**config.mk**
```make
export PLATFORM = sky130hd
export DESIGN_NAME = gf_mul_pipe
export DESIGN_NICKNAME = d
export VERILOG_FILES = /design/src/rtl/gf_mul_pkg.sv /design/src/rtl/gf_clmul.sv /design/src/rtl/gf_reduce.sv /design/src/rtl/gf_pipe_reg.sv /design/src/rtl/gf_mul_pipe.sv
export SDC_FILE = /design/constraint.sdc
export NUM_CORES = 1
export LEC_CHECK = 0
export ABC_AREA = 1
export BUFFER_PORTS_ARGS = -buffer_cell sky130_fd_sc_hd__buf_2
export CAP_MARGIN = 20
export CORE_MARGIN = 8
export CORE_UTILIZATION = 38
export DETAILED_ROUTE_END_ITERATION = 6
export PLACE_DENSITY_LB_ADDON = 0.15
export SLEW_MARGIN = 0
export SYNTH_ARGS = -nofsm -noshare
export SYNTH_HDL_FRONTEND = slang
export SYNTH_SLANG_ARGS = --single-unit
```
**constraint.sdc**
```tcl
create_clock -name clk -period 1.2 [get_ports clk]
set_input_delay 0.24 -clock clk [delete_from_list [all_inputs] [get_ports clk]]
set_output_delay 0.24 -clock clk [all_outputs]
set_load 0.1 [all_outputs]
```
**src/rtl/gf_mul_pkg.sv**
```systemverilog
package gf_mul_pkg;
  // Symbol width and field polynomial (x^8+x^4+x^3+x^2+1), including the x^8 term
  parameter int          SYM_W    = 8;
  parameter logic [8:0]  FIELD_PY = 9'h11D;
  // Width of the un-reduced carry-less product
  localparam int         CLP_W    = 2 * SYM_W - 1;
endpackage

```
**src/rtl/gf_clmul.sv**
```systemverilog
// Carry-less polynomial product of two SYM_W-bit operands (AND terms folded by XOR)
module gf_clmul #(
  parameter int W  = 8,
  localparam int PW = 2 * W - 1,
  localparam int IW = (W > 1) ? $clog2(W) : 1
) (
  input  logic [W-1:0]  op_a,
  input  logic [W-1:0]  op_b,
  output logic [PW-1:0] clp
);

  // One XOR column per product bit: bit k collects every a[i]&b[k-i]
  for (genvar k = 0; k < PW; k++) begin : g_col
    always_comb begin
      logic acc;
      acc = 1'b0;
      for (int i = 0; i < W; i++) begin
        int j;
        j = k - i;
        if (j >= 0 && j < W) begin
          acc = acc ^ (op_a[i] & op_b[j[IW-1:0]]);
        end
      end
      clp[k] = acc;
    end
  end

endmodule

```
**src/rtl/gf_reduce.sv**
```systemverilog
// Folds a carry-less product back into the field: each high bit contributes the
// residue of its power of x modulo the polynomial, computed at elaboration.
module gf_reduce #(
  parameter int        W    = 8,
  parameter logic [W:0] POLY = 9'h11D,
  localparam int       PW   = 2 * W - 1,
  localparam int       HN   = W - 1
) (
  input  logic [PW-1:0] clp,
  output logic [W-1:0]  sym
);

  // x^n mod POLY, n >= 0
  function automatic logic [W-1:0] xpow(input int n);
    logic [W-1:0] r;
    r = {{(W-1){1'b0}}, 1'b1};
    for (int s = 0; s < n; s++) begin
      if (r[W-1]) r = (r << 1) ^ POLY[W-1:0];
      else        r = r << 1;
    end
    return r;
  endfunction

  // Residue masks for x^W .. x^(2W-2), packed one symbol per slot
  function automatic logic [HN*W-1:0] build_masks();
    logic [HN*W-1:0] m;
    m = '0;
    for (int h = 0; h < HN; h++) begin
      m[h*W +: W] = xpow(W + h);
    end
    return m;
  endfunction

  localparam logic [HN*W-1:0] MASKS = build_masks();

  for (genvar m = 0; m < W; m++) begin : g_bit
    always_comb begin
      logic acc;
      acc = clp[m];
      for (int h = 0; h < HN; h++) begin
        acc = acc ^ (clp[W + h] & MASKS[h*W + m]);
      end
      sym[m] = acc;
    end
  end

endmodule

```
**src/rtl/gf_pipe_reg.sv**
```systemverilog
// One pipeline bank: valid bit plus data that loads only on valid
module gf_pipe_reg #(
  parameter int W = 8
) (
  input  logic         clk,
  input  logic         rst,
  input  logic         v_in,
  input  logic [W-1:0] d_in,
  output logic         v_out,
  output logic [W-1:0] d_out
);

  always_ff @(posedge clk) begin
    if (rst) begin
      v_out <= 1'b0;
      d_out <= '0;
    end else begin
      v_out <= v_in;
      if (v_in) d_out <= d_in;
    end
  end


  rst_clear_chk: assert property (@(posedge clk) rst |=> (!v_out && d_out == '0))
    else $error("pipeline bank not cleared by reset");


  hold_idle_chk: assert property (@(posedge clk) disable iff (rst)
      !v_in |=> $stable(d_out))
    else $error("pipeline bank data changed without valid");

endmodule

```
**src/rtl/gf_mul_pipe.sv**
```systemverilog
module gf_mul_pipe
  import gf_mul_pkg::*;
#(
  parameter int         W    = SYM_W,
  parameter logic [W:0] POLY = FIELD_PY,
  localparam int        PW   = 2 * W - 1
) (
  input  logic         clk,
  input  logic         rst,
  input  logic         in_valid,
  input  logic [W-1:0] a_in,
  input  logic [W-1:0] b_in,
  output logic         out_valid,
  output logic [W-1:0] p_out
);

  logic [PW-1:0] clp_c;
  logic [PW-1:0] clp_q;
  logic          mid_v;
  logic [W-1:0]  red_c;

  gf_clmul #(.W(W)) u_clmul (
    .op_a (a_in),
    .op_b (b_in),
    .clp  (clp_c)
  );

  gf_pipe_reg #(.W(PW)) u_mid (
    .clk   (clk),
    .rst   (rst),
    .v_in  (in_valid),
    .d_in  (clp_c),
    .v_out (mid_v),
    .d_out (clp_q)
  );

  gf_reduce #(.W(W), .POLY(POLY)) u_reduce (
    .clp (clp_q),
    .sym (red_c)
  );

  gf_pipe_reg #(.W(W)) u_out (
    .clk   (clk),
    .rst   (rst),
    .v_in  (mid_v),
    .d_in  (red_c),
    .v_out (out_valid),
    .d_out (p_out)
  );


  valid_lat_chk: assert property (@(posedge clk) disable iff (rst)
      (!$past(rst) && !$past(rst, 2)) |-> (out_valid == $past(in_valid, 2)))
    else $error("out_valid is not in_valid delayed by two");


  zero_op_chk: assert property (@(posedge clk) disable iff (rst)
      (!$past(rst) && !$past(rst, 2) && out_valid &&
       ($past(a_in, 2) == '0 || $past(b_in, 2) == '0)) |-> (p_out == '0))
    else $error("zero operand gave nonzero product");


  one_op_chk: assert property (@(posedge clk) disable iff (rst)
      (!$past(rst) && !$past(rst, 2) && out_valid && $past(a_in, 2) == W'(1))
      |-> (p_out == $past(b_in, 2)))
    else $error("unit operand did not pass other operand");


  out_hold_chk: assert property (@(posedge clk) disable iff (rst)
      (!$past(rst) && !out_valid) |-> $stable(p_out))
    else $error("p_out moved while out_valid low");

endmodule

```
==> results of run 1 <==
[final timing paths]
| kind | start | to | slack [ns] | depth (start not counted) |
|---|---|---|---|---|
| setup / recovery | u_mid.d_out[13] | u_out.d_out[0] | 0.004 | 7 |
| hold / removal | a_in[7] | u_mid.d_out[14] | 0.30 | 3 |
| setup reg to reg | u_mid.d_out[13] | u_out.d_out[0] | 0.004 | 7 |
| hold reg to reg | u_mid.d_out[0] | u_mid.d_out[0] | 0.51 | 2 |
[metal layers]
metal,part of all wire,global-route usage
met2,0.45,0.2119
met1,0.51,0.1621
met3,0.031,0.02058
met4,0.010,0.03683
met5,0,0
[timing repair]
| action | in CTS | in global routing |
|---|---|---|
| pin swaps | 0 | 6 |
| buffers inserted | 0 | 1 |
| endpoints found under the hold margin | 0 | 0 |
| resized for setup | 1 | 11 |
| setup endpoints to repair | 1 | 7 |
[cells by family after synthesis]
kind of cell | after synthesis | synth area share
and+or+nand+nor | 188 | 0.3495
buffers and inverters | 62 | 0.1267
xor gates and xnor gates | 56 | 0.2269
AOI/OAI and AO/OA | 25 | 0.06539
DFF | 25 | 0.2315
[flip-flops by register name (all words and copies together), names as in the netlist]
| signal | cells |
|---|---|
| u_out.d_out | 8 |
| u_mid.v_out | 1 |
| u_mid.d_out | 15 |
| u_out.v_out | 1 |
[layout make-up]
type	count	share of cell area
sequential	25	0.2015
inverter	37	0.05401
tap	72	0.03504
multi-input combinational	269	0.5455
timing repair buffer	38	0.1450
clock inverter	1	0.002920
clock buffer	3	0.01606
[power by group]
| part | switching (mW) | leakage (nW) | internal, mW |
|---|---|---|---|
| Combinational | 0.644 | 1.08 | 0.469 |
| Sequential | 0.0813 | 0.211 | 0.906 |
| Clock | 0.280 | 0.0217 | 0.235 |
| Total | 1.01 | 1.31 | 1.61 |
[worst min-delay path: stages]
cell                      delay, ns
sky130_fd_sc_hd__buf_2         0.15
sky130_fd_sc_hd__nand3_1       0.10
sky130_fd_sc_hd__a21oi_1       0.05
[through the flow]
step	std cells	setup slack (ns)	area, µm²
after floorplan	356	0.003977	2168
after global placement	440	-0.02235	2481
after detailed placement	440	-0.03503	2481
after CTS	444	0.005322	2531
after global routing	445	-0.09093	2571
final	445	0.004070	2571
[layout by cell type, fill, tap and decap left out]
cell type / n
sky130_fd_sc_hd__buf_4: 8
sky130_fd_sc_hd__nor2_1: 25
sky130_fd_sc_hd__clkbuf_8: 3
sky130_fd_sc_hd__o21ai_0: 9
sky130_fd_sc_hd__nand3_1: 23
sky130_fd_sc_hd__nand2_1: 133
sky130_fd_sc_hd__clkinvlp_4: 1
sky130_fd_sc_hd__inv_1: 36
sky130_fd_sc_hd__dfxtp_2: 11
sky130_fd_sc_hd__o221ai_1: 1
sky130_fd_sc_hd__or2_1: 2
sky130_fd_sc_hd__inv_2: 1
sky130_fd_sc_hd__xnor2_1: 37
sky130_fd_sc_hd__a21oi_1: 9
sky130_fd_sc_hd__dfxtp_1: 13
sky130_fd_sc_hd__o21ai_1: 1
sky130_fd_sc_hd__nand2_2: 1
sky130_fd_sc_hd__nand3b_1: 3
sky130_fd_sc_hd__xor2_1: 17
sky130_fd_sc_hd__o211ai_1: 3
sky130_fd_sc_hd__dfxtp_4: 1
sky130_fd_sc_hd__buf_6: 2
sky130_fd_sc_hd__nand4_1: 1
sky130_fd_sc_hd__a21o_1: 2
sky130_fd_sc_hd__buf_12: 10
sky130_fd_sc_hd__xnor2_2: 2
sky130_fd_sc_hd__buf_2: 18
==> metrics.md, run 1 <==
| Metric | Value |
|---|---|
| Total gr overflow | `0` |
| Routed Antenna Nets | `0` |
| Fin crit share | `0.9966` |
| Crit path max-delay family | `simple AND/OR/NAND/NOR gates` |
| Achievable Freq | `836.2 MHz` |
| Starting Density | `0.3926` |
| Max rail drop VDD | `0.4763 mV` |
| Via/cell ratio | `4.562` |
| Unrepaired setup endpoints after global routing | `yes` |
| Maximum count of clock buffers along a single path | `2` |
| Static leakage power | `1.314 nW` |
| Clk Latency, worst-skew pair | `0.27 ns` |
| Maximum cell stage delay along the critical path | `0.35 ns` |
| Post-synth net total | `375` |
| Smallest hold slack | `0.2979 ns` |
| Routed WL per cell | `11.47 µm` |
| Total power after layout | `2.615 mW` |
| CTS tree | `built` |
| Critical Path Slowest Stage Cell | `sky130_fd_sc_hd__dfxtp_2` |
| Wirelength, routed | `5.105 mm` |
| Number of diodes | `0` |
| Sequential area share after synthesis | `0.2315` |
| Crit path max fanout | `3` |
| Number of flops mapped to enable cells by yosys | `0` |
| Pin slew with the least headroom to its limit | `0.5040 ns` |
| FF+latch area | `518.0 µm²` |
| Post-Synthesis Cells | `356` |
| Post-route setup TNS | `0 ns` |
| Height of the chip | `91.43 µm` |
| Endpoint type of the worst setup path | `register` |
| Post-synth ARST share | `0` |
| Count of routing violations after the opening detailed-route iteration | `164` |
| Final estimated routing congestion in global placement | `0.8189` |
| TritonCTS buffer count | `3` |
| Mean instance size in the synthesized netlist | `6.073 µm²` |
| Core footprint | `5507 µm²` |
| Required time worst endpoint | `1.34 ns` |
| CTS clk-pin slew, worst paths | `0.10 ns` |
| Detailed placement HPWL | `3.965 mm` |
| Total I/O pin count | `28` |
| Headroom to the max-slew limit | `0.6635` |
| Count of vias placed by the detailed router | `2030` |
| Run status | `completed` |
| Sum of buffers and inverters on the critical path | `1` |
| Final core utilization | `0.4669` |
| Area used by multi-input combinational logic | `1403 µm²` |
| Total of max-cap violations | `0` |
| Top cell type by total area after synthesis | `sky130_fd_sc_hd__dfxtp_1` |
| Antenna violations before repair | `0` |
| Number of failing hold endpoints at the final stage | `0` |
| Clock Skew | `0.01101 ns` |
| Area of the mapped netlist | `2162 µm²` |
| Cell row count | `27` |
| Overall track demand over capacity in global routing | `0.1267` |
| Drt drc | `0` |
| Number of different library cells in the post-synthesis netlist | `22` |
| Clock Root Buffer | `sky130_fd_sc_hd__clkbuf_8` |
| Filler cell count | `570` |
| First-pass GRT wire length | `8.880 mm` |
| TritonRoute pass-1 iters | `4` |
| Total Die Area | `8359 µm²` |
| Via count of the first global-routing pass | `1940` |
| Maximum number of pins on one net before global-route repair | `18` |
| Startpoint-to-endpoint class of the critical path | `reg2reg` |
| Yosys Warn Count | `0` |
| Arrival time at the worst endpoint | `1.34 ns` |
| Most frequent cells after synthesis | `sky130_fd_sc_hd__nand2_1 (133), sky130_fd_sc_hd__xnor2_1 (39), sky130_fd_sc_hd__inv_1 (36)` |
| Register bit total from synthesis | `25` |
| Most numerous cell on the critical path | `sky130_fd_sc_hd__nand2_1` |
| Share of cells above drive strength 1 | `0.1555` |
| Post-CTS Hold Fix Bufs | `0` |
| Count of clock tree sinks | `25` |
| Largest cells by area after synthesis | `sky130_fd_sc_hd__dfxtp_1 (23%), sky130_fd_sc_hd__nand2_1 (23%), sky130_fd_sc_hd__xnor2_1 (16%)` |
| Final setup violation count | `0` |
| Worst min-delay path class | `in2reg` |
| Synthesis-to-layout area growth | `18.92%` |
| Max-slew violation count | `0` |
| Port Buf Inserts | `27` |
| Top FF cell, synth | `sky130_fd_sc_hd__dfxtp_1` |
| Most repeated cell in the gate-level netlist after synthesis | `sky130_fd_sc_hd__nand2_1` |
| DIE WIDTH | `91.43 µm` |
| Nets | `393` |
| Area share of the largest cell type after synthesis | `0.2315` |
| Startpoint class of the critical path | `register` |
| Final critical-path required period | `1.196 ns` |
| Power density normalized to cell area | `1017 nW/µm²` |
| Number of H-tree branching levels | `1` |
| Cell breakdown of the critical path | `buf_6 > xnor2_2 > or2_1 > nand2_1 > nand2_1 > nand2_1 > a21oi_1` |
Note: power is estimated with default switching activity, not from simulation.
==> inputs of run 2 (changes only) <==
==> constraint.sdc (replaced) <==
create_clock -name clk -period 1.1 [get_ports clk]
set_input_delay 0.22 -clock clk [delete_from_list [all_inputs] [get_ports clk]]
set_output_delay 0.22 -clock clk [all_outputs]
set_load 0.1 [all_outputs]
==> run 2 against run 1 <==
  * The flow now finishes with violations (negative setup slack)
  * Clock-buffer cell count unchanged
  * Routed wire length is 2.2% higher
  * Cell count is 3.1% higher
  * Die area unchanged
  * Clock power up 12%
  * Sequential power up 9%
  * Critical path type unchanged
  * Critical endpoint unchanged
  * Largest cell class unchanged
  * Highest routed layer unchanged
==> metrics.md, run 2 (synthesized netlist as in run 1, its figures left out) <==
| Metric | Value |
|---|---|
| Fin crit share | `1.031` |
| Nets | `407` |
| Antenna violations before repair | `0` |
| DIE WIDTH | `91.43 µm` |
| Via count of the first global-routing pass | `2036` |
| Critical Path Slowest Stage Cell | `sky130_fd_sc_hd__dfxtp_2` |
| Port Buf Inserts | `27` |
| Final setup violation count | `3` |
| Power density normalized to cell area | `1082 nW/µm²` |
| Most numerous cell on the critical path | `sky130_fd_sc_hd__nand2_1` |
| Crit path max fanout | `3` |
| Worst path setup slack after routing | `-0.03423 ns` |
| Number of failing hold endpoints at the final stage | `0` |
| Post-CTS Hold Fix Bufs | `0` |
| TritonRoute pass-1 iters | `4` |
| Filler cell count | `561` |
| Flip-flop count of the largest register after layout | `15` |
| Area used by multi-input combinational logic | `1440 µm²` |
| Highest-count cells in the layout ignoring fill and taps | `sky130_fd_sc_hd__nand2_1 (133), sky130_fd_sc_hd__inv_1 (36), sky130_fd_sc_hd__xnor2_1 (32), sky130_fd_sc_hd__nor2_1 (25)` |
| Required time worst endpoint | `1.26 ns` |
| TritonCTS buffer count | `3` |
| Clk Latency, worst-skew pair | `0.28 ns` |
| Wirelength, routed | `5.215 mm` |
| CTS clk-pin slew, worst paths | `0.10 ns` |
| Sum of buffers and inverters on the critical path | `1` |
| Achievable Freq | `881.7 MHz` |
| Crit path max-delay family | `simple AND/OR/NAND/NOR gates` |
| Headroom to the max-slew limit | `0.8359` |
| Clock Skew | `0.008567 ns` |
| Via/cell ratio | `4.566` |
| Pin slew with the least headroom to its limit | `0.2461 ns` |
| Endpoint type of the worst setup path | `register` |
| Maximum cell stage delay along the critical path | `0.35 ns` |
| Worst min-delay path class | `in2reg` |
| Cell row count | `27` |
| Max-slew violation count | `0` |
| Number of diodes | `0` |
| Startpoint class of the critical path | `register` |
| Total Die Area | `8359 µm²` |
| Overall track demand over capacity in global routing | `0.1315` |
| Maximum number of pins on one net before global-route repair | `18` |
| Starting Density | `0.3926` |
| Detailed placement HPWL | `4.076 mm` |
| Share of cells above drive strength 1 | `0.2093` |
| Routed WL per cell | `11.36 µm` |
| Reg with most FFs | `u_mid.d_out` |
| Final estimated routing congestion in global placement | `0.8585` |
| Core footprint | `5507 µm²` |
| FF+latch area | `530.5 µm²` |
| First-pass GRT wire length | `9.218 mm` |
| Static leakage power | `1.397 nW` |
| Commonest non-fill, non-tap cell in the layout | `sky130_fd_sc_hd__nand2_1` |
| Count of routing violations after the opening detailed-route iteration | `109` |
| Total gr overflow | `0` |
| Arrival time at the worst endpoint | `1.30 ns` |
| Final critical-path required period | `1.134 ns` |
| Count of clock tree sinks | `25` |
| Clock Root Buffer | `sky130_fd_sc_hd__clkbuf_8` |
| Drt drc | `0` |
| Maximum count of clock buffers along a single path | `2` |
| Total I/O pin count | `28` |
| Height of the chip | `91.43 µm` |
| Total of max-cap violations | `0` |
| Largest regs | `u_mid.d_out: 15 flops, u_out.d_out: 8 flops` |
| Final core utilization | `0.4928` |
| Number of H-tree branching levels | `1` |
| Count of vias placed by the detailed router | `2096` |
| Violations in the final reports | `negative setup slack` |
| Routed Antenna Nets | `0` |
| Synthesis-to-layout area growth | `25.52%` |
| Cell breakdown of the critical path | `buf_6 > xnor2_1 > or2_1 > nand2_1 > nand2_1 > nand2_1 > a21oi_1` |
| Max rail drop VDD | `0.4953 mV` |
| Total power after layout | `2.937 mW` |
| CTS tree | `built` |
| Run status | `finished with violations` |
| Startpoint-to-endpoint class of the critical path | `reg2reg` |
| Unrepaired setup endpoints after global routing | `yes` |
[run 2: changes by cell type in the layout (fill, tap and decap cells not counted), sizes merged]
cell and change:
buf +14
[run 2: final cells by class]
type,instances,share of cell area
clock buffer,3,0.01521
clock inverter,1,0.002766
inverter,37,0.05118
multi-input combinational,269,0.5307
sequential,25,0.1955
tap,72,0.03320
timing repair buffer,52,0.1715
[run 2: through the flow]
step,setup TNS [ns],area [µm²],hold WS (ns),setup slack (ns),cells
floorplan,-0.01780,2180,0.3681,-0.01780,356
global placement,-0.6555,2579,0.4725,-0.1033,454
detailed placement,-0.8828,2579,0.4786,-0.1219,454
CTS,-0.04285,2641,0.3081,-0.04285,458
global route,-0.4246,2714,0.3407,-0.1177,459
finish,-0.04449,2714,0.2981,-0.03423,459
[run 2: where the power goes]
group | switching (mW) | internal, mW | total [mW]
combinational | 0.714 | 0.565 | 1.28
sequential | 0.0905 | 0.988 | 1.08
clock | 0.322 | 0.257 | 0.579
[run 2: final timing paths]
kind	from	endpoint	slack (ns)	cells after the start
worst min register to register	u_mid.d_out[0]	u_mid.d_out[0]	0.49	2
worst min-delay path	rst	u_mid.d_out[8]	0.30	4
worst max-delay path	u_mid.d_out[13]	u_out.d_out[0]	-0.03	7
worst max register to register	u_mid.d_out[13]	u_out.d_out[0]	-0.03	7
[run 2: worst reg2reg max path: cells and delay by family, from the launching register on]
family,cells,cell delay [ns]
AO/OA/AOI/OAI,1,0.05
XOR/XNOR,1,0.12
flip-flops,1,0.35
AND/OR/NAND/NOR,4,0.37
buffers and inverters,1,0.12
[run 2: what timing repair did]
item,in CTS,in global routing
setup endpoints to repair,5,7
resized for setup,6,14
setup buffers,0,1
pin swaps,1,7
[run 2: routing by layer]
metal,global-route usage,vias up,wire [µm],share of wire
li1,-,1136,-,-
met1,0.1613,914,2558,0.49
met2,0.2239,41,2376,0.46
met3,0.01811,5,207,0.040
met4,0.05457,0,72,0.014
met5,0,-,0,0
